===== config.mk =====
export PLATFORM = sky130hd
export DESIGN_NAME = uart_lpbk_path
export DESIGN_NICKNAME = d
export VERILOG_FILES = /design/src/rtl/uart_lpbk_pkg.sv /design/src/rtl/lpbk_sync.sv /design/src/rtl/lpbk_ctl.sv /design/src/rtl/lpbk_rx_sel.sv /design/src/rtl/uart_lpbk_path.sv
export SDC_FILE = /design/constraint.sdc
export NUM_CORES = 1
export LEC_CHECK = 0
export BUFFER_PORTS_ARGS = -buffer_cell sky130_fd_sc_hd__buf_2
export CAP_MARGIN = 10
export CORE_ASPECT_RATIO = 1.75
export CORE_MARGIN = 4
export CORE_UTILIZATION = 45
export CTS_CLUSTER_SIZE = 40
export DETAILED_ROUTE_END_ITERATION = 12
export PLACE_DENSITY = 0.89
export SYNTH_ARGS = -nofsm -noshare
export SYNTH_HDL_FRONTEND = slang
export SYNTH_SLANG_ARGS = --single-unit

===== constraint.sdc =====
create_clock -name clk -period 4 [get_ports clk]
set_input_delay 0.4 -clock clk [delete_from_list [all_inputs] [get_ports clk]]
set_output_delay 0.4 -clock clk [all_outputs]
set_load 0.05 [all_outputs]

===== src/rtl/uart_lpbk_pkg.sv =====
package uart_lpbk_pkg;
    localparam int CTL_W    = 16;
    localparam int DATA_W   = 8;
    localparam int ENTRY_W  = DATA_W + 3;
    localparam int BRK_POS  = DATA_W + 2;
    localparam int FLAG_W   = 9;
    localparam int RIS_W    = 11;
    localparam int MODEM_W  = 4;
    localparam int RIS_TX   = 5;

    localparam int CB_OUT2  = 13;
    localparam int CB_OUT1  = 12;
    localparam int CB_RTS   = 11;
    localparam int CB_DTR   = 10;
    localparam int CB_LOOP  = 7;

    localparam logic [CTL_W-1:0]   CTL_RST   = 16'h0300;
    localparam logic [RIS_W-1:0]   RIS_USED  = 11'h02F;
    localparam logic [ENTRY_W-1:0] BRK_ENTRY = ENTRY_W'(1) << BRK_POS;

    typedef struct packed {
        logic ri;
        logic dcd;
        logic dsr;
        logic cts;
    } modem_t;

    typedef enum logic [1:0] {
        SRC_NONE,
        SRC_DATA,
        SRC_BREAK
    } push_src_e;

    function automatic modem_t ctl_to_modem(input logic [CTL_W-1:0] c);
        modem_t m;
        m.ri  = c[CB_OUT2];
        m.dcd = c[CB_OUT1];
        m.cts = c[CB_RTS];
        m.dsr = c[CB_DTR];
        return m;
    endfunction

    function automatic logic [FLAG_W-1:0] modem_to_flags(input modem_t m);
        logic [FLAG_W-1:0] f;
        f    = '0;
        f[8] = m.ri;
        f[2] = m.dcd;
        f[1] = m.dsr;
        f[0] = m.cts;
        return f;
    endfunction

    function automatic logic [MODEM_W-1:0] modem_to_ris(input modem_t m);
        return {m.dsr, m.dcd, m.cts, m.ri};
    endfunction
endpackage


===== src/rtl/lpbk_sync.sv =====
module lpbk_sync #(
    parameter int W      = 4,
    parameter int STAGES = 2
) (
    input  logic         clk,
    input  logic         rst,
    input  logic [W-1:0] d,
    output logic [W-1:0] q
);
    logic [W-1:0] stage [STAGES];

    generate
        for (genvar s = 0; s < STAGES; s++) begin : g_stage
            if (s == 0) begin : g_first
                always_ff @(posedge clk) begin
                    if (rst) stage[s] <= '0;
                    else     stage[s] <= d;
                end
            end else begin : g_next
                always_ff @(posedge clk) begin
                    if (rst) stage[s] <= '0;
                    else     stage[s] <= stage[s-1];
                end
            end
        end
    endgenerate

    assign q = stage[STAGES-1];
endmodule


===== src/rtl/lpbk_ctl.sv =====
module lpbk_ctl
    import uart_lpbk_pkg::*;
(
    input  logic                 clk,
    input  logic                 rst,
    input  logic                 ctl_wr,
    input  logic [CTL_W-1:0]     ctl_wdata,
    input  modem_t               pins_sync,
    output logic [CTL_W-1:0]     ctl_q,
    output logic                 loop_on,
    output logic [FLAG_W-1:0]    flags,
    output logic                 ris_load,
    output logic [MODEM_W-1:0]   ris_val
);
    modem_t cur_modem;

    always_ff @(posedge clk) begin
        if (rst)         ctl_q <= CTL_RST;
        else if (ctl_wr) ctl_q <= ctl_wdata;
    end

    assign loop_on   = ctl_q[CB_LOOP];
    assign cur_modem = loop_on ? ctl_to_modem(ctl_q) : pins_sync;
    assign flags     = modem_to_flags(cur_modem);
    assign ris_load  = ctl_wr & ctl_wdata[CB_LOOP];
    assign ris_val   = modem_to_ris(ctl_to_modem(ctl_wdata));
endmodule


===== src/rtl/lpbk_rx_sel.sv =====
module lpbk_rx_sel
    import uart_lpbk_pkg::*;
(
    input  logic                 clk,
    input  logic                 rst,
    input  logic                 loop_on,
    input  logic                 tx_wr,
    input  logic [DATA_W-1:0]    tx_byte,
    input  logic                 brk_wr,
    input  logic                 brk_val,
    input  logic                 ext_rx_vld,
    input  logic [DATA_W-1:0]    ext_rx_byte,
    input  logic                 ext_brk,
    output logic                 push_vld,
    output logic [ENTRY_W-1:0]   push_data
);
    logic              brk_q;
    logic              brk_rise;
    push_src_e         src;
    logic [DATA_W-1:0] sel_byte;
    logic [ENTRY_W-1:0] entry;

    assign brk_rise = brk_wr & brk_val & ~brk_q;

    always_comb begin
        src      = SRC_NONE;
        sel_byte = '0;
        if (loop_on) begin
            if (tx_wr) begin
                src      = SRC_DATA;
                sel_byte = tx_byte;
            end else if (brk_rise) begin
                src = SRC_BREAK;
            end
        end else begin
            if (ext_brk) begin
                src = SRC_BREAK;
            end else if (ext_rx_vld) begin
                src      = SRC_DATA;
                sel_byte = ext_rx_byte;
            end
        end
    end

    always_comb begin
        case (src)
            SRC_BREAK: entry = BRK_ENTRY;
            SRC_DATA:  entry = {{(ENTRY_W-DATA_W){1'b0}}, sel_byte};
            default:   entry = '0;
        endcase
    end

    always_ff @(posedge clk) begin
        if (rst) begin
            brk_q     <= 1'b0;
            push_vld  <= 1'b0;
            push_data <= '0;
        end else begin
            if (brk_wr) brk_q <= brk_val;
            push_vld  <= (src != SRC_NONE);
            push_data <= entry;
        end
    end
endmodule


===== src/rtl/uart_lpbk_path.sv =====
module uart_lpbk_path
    import uart_lpbk_pkg::*;
(
    input  logic                 clk,
    input  logic                 rst,
    input  logic                 ctl_wr,
    input  logic [CTL_W-1:0]     ctl_wdata,
    input  logic                 tx_wr,
    input  logic [DATA_W-1:0]    tx_byte,
    input  logic                 brk_wr,
    input  logic                 brk_val,
    input  logic                 ext_rx_vld,
    input  logic [DATA_W-1:0]    ext_rx_byte,
    input  logic                 ext_brk,
    input  logic [MODEM_W-1:0]   modem_in,
    input  logic                 icr_wr,
    input  logic [RIS_W-1:0]     icr_mask,
    output logic [CTL_W-1:0]     ctl_q,
    output logic [FLAG_W-1:0]    flags,
    output logic [RIS_W-1:0]     ris,
    output logic                 push_vld,
    output logic [ENTRY_W-1:0]   push_data
);
    logic [MODEM_W-1:0] pins_q;
    logic               loop_on;
    logic               ris_load;
    logic [MODEM_W-1:0] ris_val;
    logic [RIS_W-1:0]   ris_nxt;

    lpbk_sync #(.W(MODEM_W), .STAGES(2)) u_sync (
        .clk (clk),
        .rst (rst),
        .d   (modem_in),
        .q   (pins_q)
    );

    lpbk_ctl u_ctl (
        .clk       (clk),
        .rst       (rst),
        .ctl_wr    (ctl_wr),
        .ctl_wdata (ctl_wdata),
        .pins_sync (modem_t'(pins_q)),
        .ctl_q     (ctl_q),
        .loop_on   (loop_on),
        .flags     (flags),
        .ris_load  (ris_load),
        .ris_val   (ris_val)
    );

    lpbk_rx_sel u_sel (
        .clk         (clk),
        .rst         (rst),
        .loop_on     (loop_on),
        .tx_wr       (tx_wr),
        .tx_byte     (tx_byte),
        .brk_wr      (brk_wr),
        .brk_val     (brk_val),
        .ext_rx_vld  (ext_rx_vld),
        .ext_rx_byte (ext_rx_byte),
        .ext_brk     (ext_brk),
        .push_vld    (push_vld),
        .push_data   (push_data)
    );

    always_comb begin
        ris_nxt = ris;
        if (icr_wr)   ris_nxt = ris_nxt & ~icr_mask;
        if (tx_wr)    ris_nxt[RIS_TX] = 1'b1;
        if (ris_load) ris_nxt[MODEM_W-1:0] = ris_val;
        ris_nxt = ris_nxt & RIS_USED;
    end

    always_ff @(posedge clk) begin
        if (rst) ris <= '0;
        else     ris <= ris_nxt;
    end
endmodule


==> reports/results.tsv <==
stage	metric	value	unit
clocking	Num CTS Buffers	5	
synth	Synth Register Bits	40	
finish	Filler cells	338	
routing	via count	1473	
routing	Total Wirelength	4050	um
routing	Routed met3 length	402	um
global_routing	GRT Total Usage	16.5	%
worst_hold_path	Worst Hold Depth	2	
routing	DR vias/cell	5.06	
clocking	TritonCTS clock tree	done	
global_routing	vias in the first global route	1403	
global_routing	Overflow after GRT	0	
worst_hold_path	worst hold path class	primary input to flop	
power_and_ir_drop	maximum VDD drop	0.352	mV
die	core area	0.00366	sq mm
die	die extent in y	90.2	um
finish	post-layout util	60.1	%
clocking	CTS Sinks	40	
timing	Finish-stage setup viols	0	
timing	Slew Viols, Final	0	
clocking	later-pin clock latency in the skew report	0.29	ns
power_and_ir_drop	Pwr Density	425	mW/mm^2
run_status	status	finished, final reports clean	
power_and_ir_drop	P_sw	277	uW
timing	Worst Tran Pin Value	0.572	ns
power_and_ir_drop	static leakage	1.07	nW
clocking	Clk pin slew, worst setup/hold paths	0.07	ns
job	max_cap viols	0	
routing	first drt pass iteration count	4	
die	num rows	29	
synth	syn avg cell area	10.6	sq um
finish	most frequent cells in the layout	84 x buf_2, 40 x dfxtp_1, 17 x nor2_1, 15 x mux2i_1, 13 x conb_1	
clocking	hold buffers post-CTS	0	
routing	DR top layer	met4	
timing	RSZ-0062 raised after global routing	no	
finish	number of diodes	0	
routing	DR WL met2	2240	um
placed_design	post-DP HPWL	3040	um
critical_path	CP Launch Type	flop	
timing	hold slack	0.321	ns
timing	part of the cycle the worst path needs	51.6	%
clocking	CTS resizes	0	
global_routing	initial antenna violation count	0	
timing	final hold viol count	0	
critical_path	CP Max Fanout	19	
critical_path	crit path DAT	1.66	ns
synth	synth unique cells	30	
power_and_ir_drop	sequential share of power	45.5	%
synth	register area share after synthesis	46.1	%
synth	Yosys warning count	0	
timing	Worst Setup Slack, final	1.94	ns
timing	clk_skew	0.00690	ns
clocking	Longest Clk Path Bufs	2	
clocking	root buffer cell	clkbuf_8	
global_routing	largest net degree at the start of global routing	36	
die	die area	0.00496	sq mm
routing	DRC errors left	0	
placed_design	Setup WS pre-CTS	2.02	ns
critical_path	Worst Path Required	3.60	ns
power_and_ir_drop	Net Sw Frac	29.7	%
finish	Area Overhead vs Synth	26.7	%
timing	setup TNS	0	ns
placed_design	routability congestion estimate	0.673	
power_and_ir_drop	clock share of power	34.4	%
timing	Slew headroom	61.9	%
power_and_ir_drop	Internal Power	658	uW
routing	Metal-1 WL	1340	um
placed_design	I/O Buffers	84	
critical_path	Worst R2R Path Depth	5	
synth	synthesized area	0.00174	sq mm
routing	WL/cell	13.9	um
timing	Max Clk Rate	484	MHz
routing	number of routed nets with antenna violations	0	
global_routing	wire length of the first global-routing pass	6110	um
die	Ports	104	
finish	commonest non-fill, non-tap cell in the layout	buf_2	
synth	Syn Inst Count	164	
finish	layout cells sized above 1	44.1	%
critical_path	CP Capture Type	primary output	
critical_path	crit path kind	flop to primary output	
power_and_ir_drop	Combinational Power Share	20.1	%
die	Initial Utilization	47.4	%
timing	min Tclk post-route	2.06	ns
clocking	setup bufs post-CTS	0	
die	chip width	55.0	um
routing	DRT iter0 DRCs	19	
finish	nets@finish	303	
clocking	H-Tree Depth	2	
[logic make-up (layout without fill, tap and decap cells)]
family                   after synthesis  after routing  share of synthesized area [%]
AO/OA/AOI/OAI                         25             25                           11.5
adder cells (fa/ha/maj)                3              3                           2.16
buffers and inverters                 25             94                           10.2
flip-flops                            40             40                           46.1
multiplexers                          19             19                           11.2
other                                  1             13                          0.216
AND/OR/NAND/NOR                       51             51                           18.5
[power by group through the flow]
stage / clock, mW / sequential [mW] / combinational, mW
2_1_floorplan: 0 / 0.481 / 0.103
3_3_place_gp: 0 / 0.433 / 0.186
3_5_place_dp: 0 / 0.434 / 0.189
4_1_cts: 0.332 / 0.425 / 0.189
5_1_grt: 0.352 / 0.427 / 0.201
6_report: 0.322 / 0.425 / 0.188
[stage by stage]
stage | instance area [sq um] | total power [mW] | std cells
after global routing | 2200 | 0.980 | 291
after CTS | 2200 | 0.947 | 291
after global placement | 2090 | 0.619 | 283
after detailed placement | 2090 | 0.623 | 283
final | 2200 | 0.936 | 291
after floorplan | 1780 | 0.584 | 176
[metal layers]
| metal | vias up | track usage (%) |
|---|---|---|
| li1 | 705 | - |
| met1 | 690 | 15.3 |
| met2 | 71 | 30.3 |
| met3 | 7 | 4.80 |
| met4 | 0 | 7.30 |
| met5 | - | 0 |
[final timing paths]
path                            slack (ns)          startpoint                 end
worst min-delay path                  0.32         modem_in[0]  u_sync.stage[0][0]
worst min register to register        0.44  u_sync.stage[0][1]  u_sync.stage[1][1]
worst max-delay path                  1.94      u_ctl.ctl_q[7]            flags[8]
worst max register to register        1.96      u_ctl.ctl_q[7]  u_sel.push_data[0]
[final cells by class]
cell class | count | area (sq um) | share of cell area (%)
multi-input cells | 111 | 803 | 36.5
flip-flops and latches | 40 | 801 | 36.4
repair buffers | 85 | 428 | 19.4
clock buffers | 6 | 72.6 | 3.30
well taps | 46 | 57.6 | 2.62
clock inverters | 2 | 35.0 | 1.59
inverters | 1 | 3.75 | 0.171
[registers in the layout (all words and copies together), names as in the netlist]
register         flops
u_sync.stage         8
u_sel.push_vld       1
ris                  5
u_sel.brk_q          1
u_sel.push_data      9
u_ctl.ctl_q         16
[synth_stat cells (all sizes together)]
cell     count  area share (%)
a211o        2             1.0
buf         21             9.4
inv          1            0.22
conb         1            0.22
mux2i       15             8.6
nor2        17             3.7
clkbuf       3            0.65
a21bo        4             2.3
a21boi       1            0.43
or3b         1            0.50
nand2b       1            0.36
nand3        8             2.3
o21ai        4             1.2
nand4bb      8             5.2
a22oi        1            0.43
mux2         4             2.6
dfxtp       40              46
o21ba        1            0.58
o22ai        1            0.36
o22a         1            0.50
ha           3             2.2
a21oi        8             3.8
nand4b       5             2.5
nor2b       11             4.0
a22o         1            0.50
a21o         1            0.43
[critical path, cell delays in order, from the launching register on]
cell and delay (ns):
dfxtp_1 0.51, buf_4 0.30, mux2_2 0.36, buf_2 0.21
(Power assumes the default switching activity.)
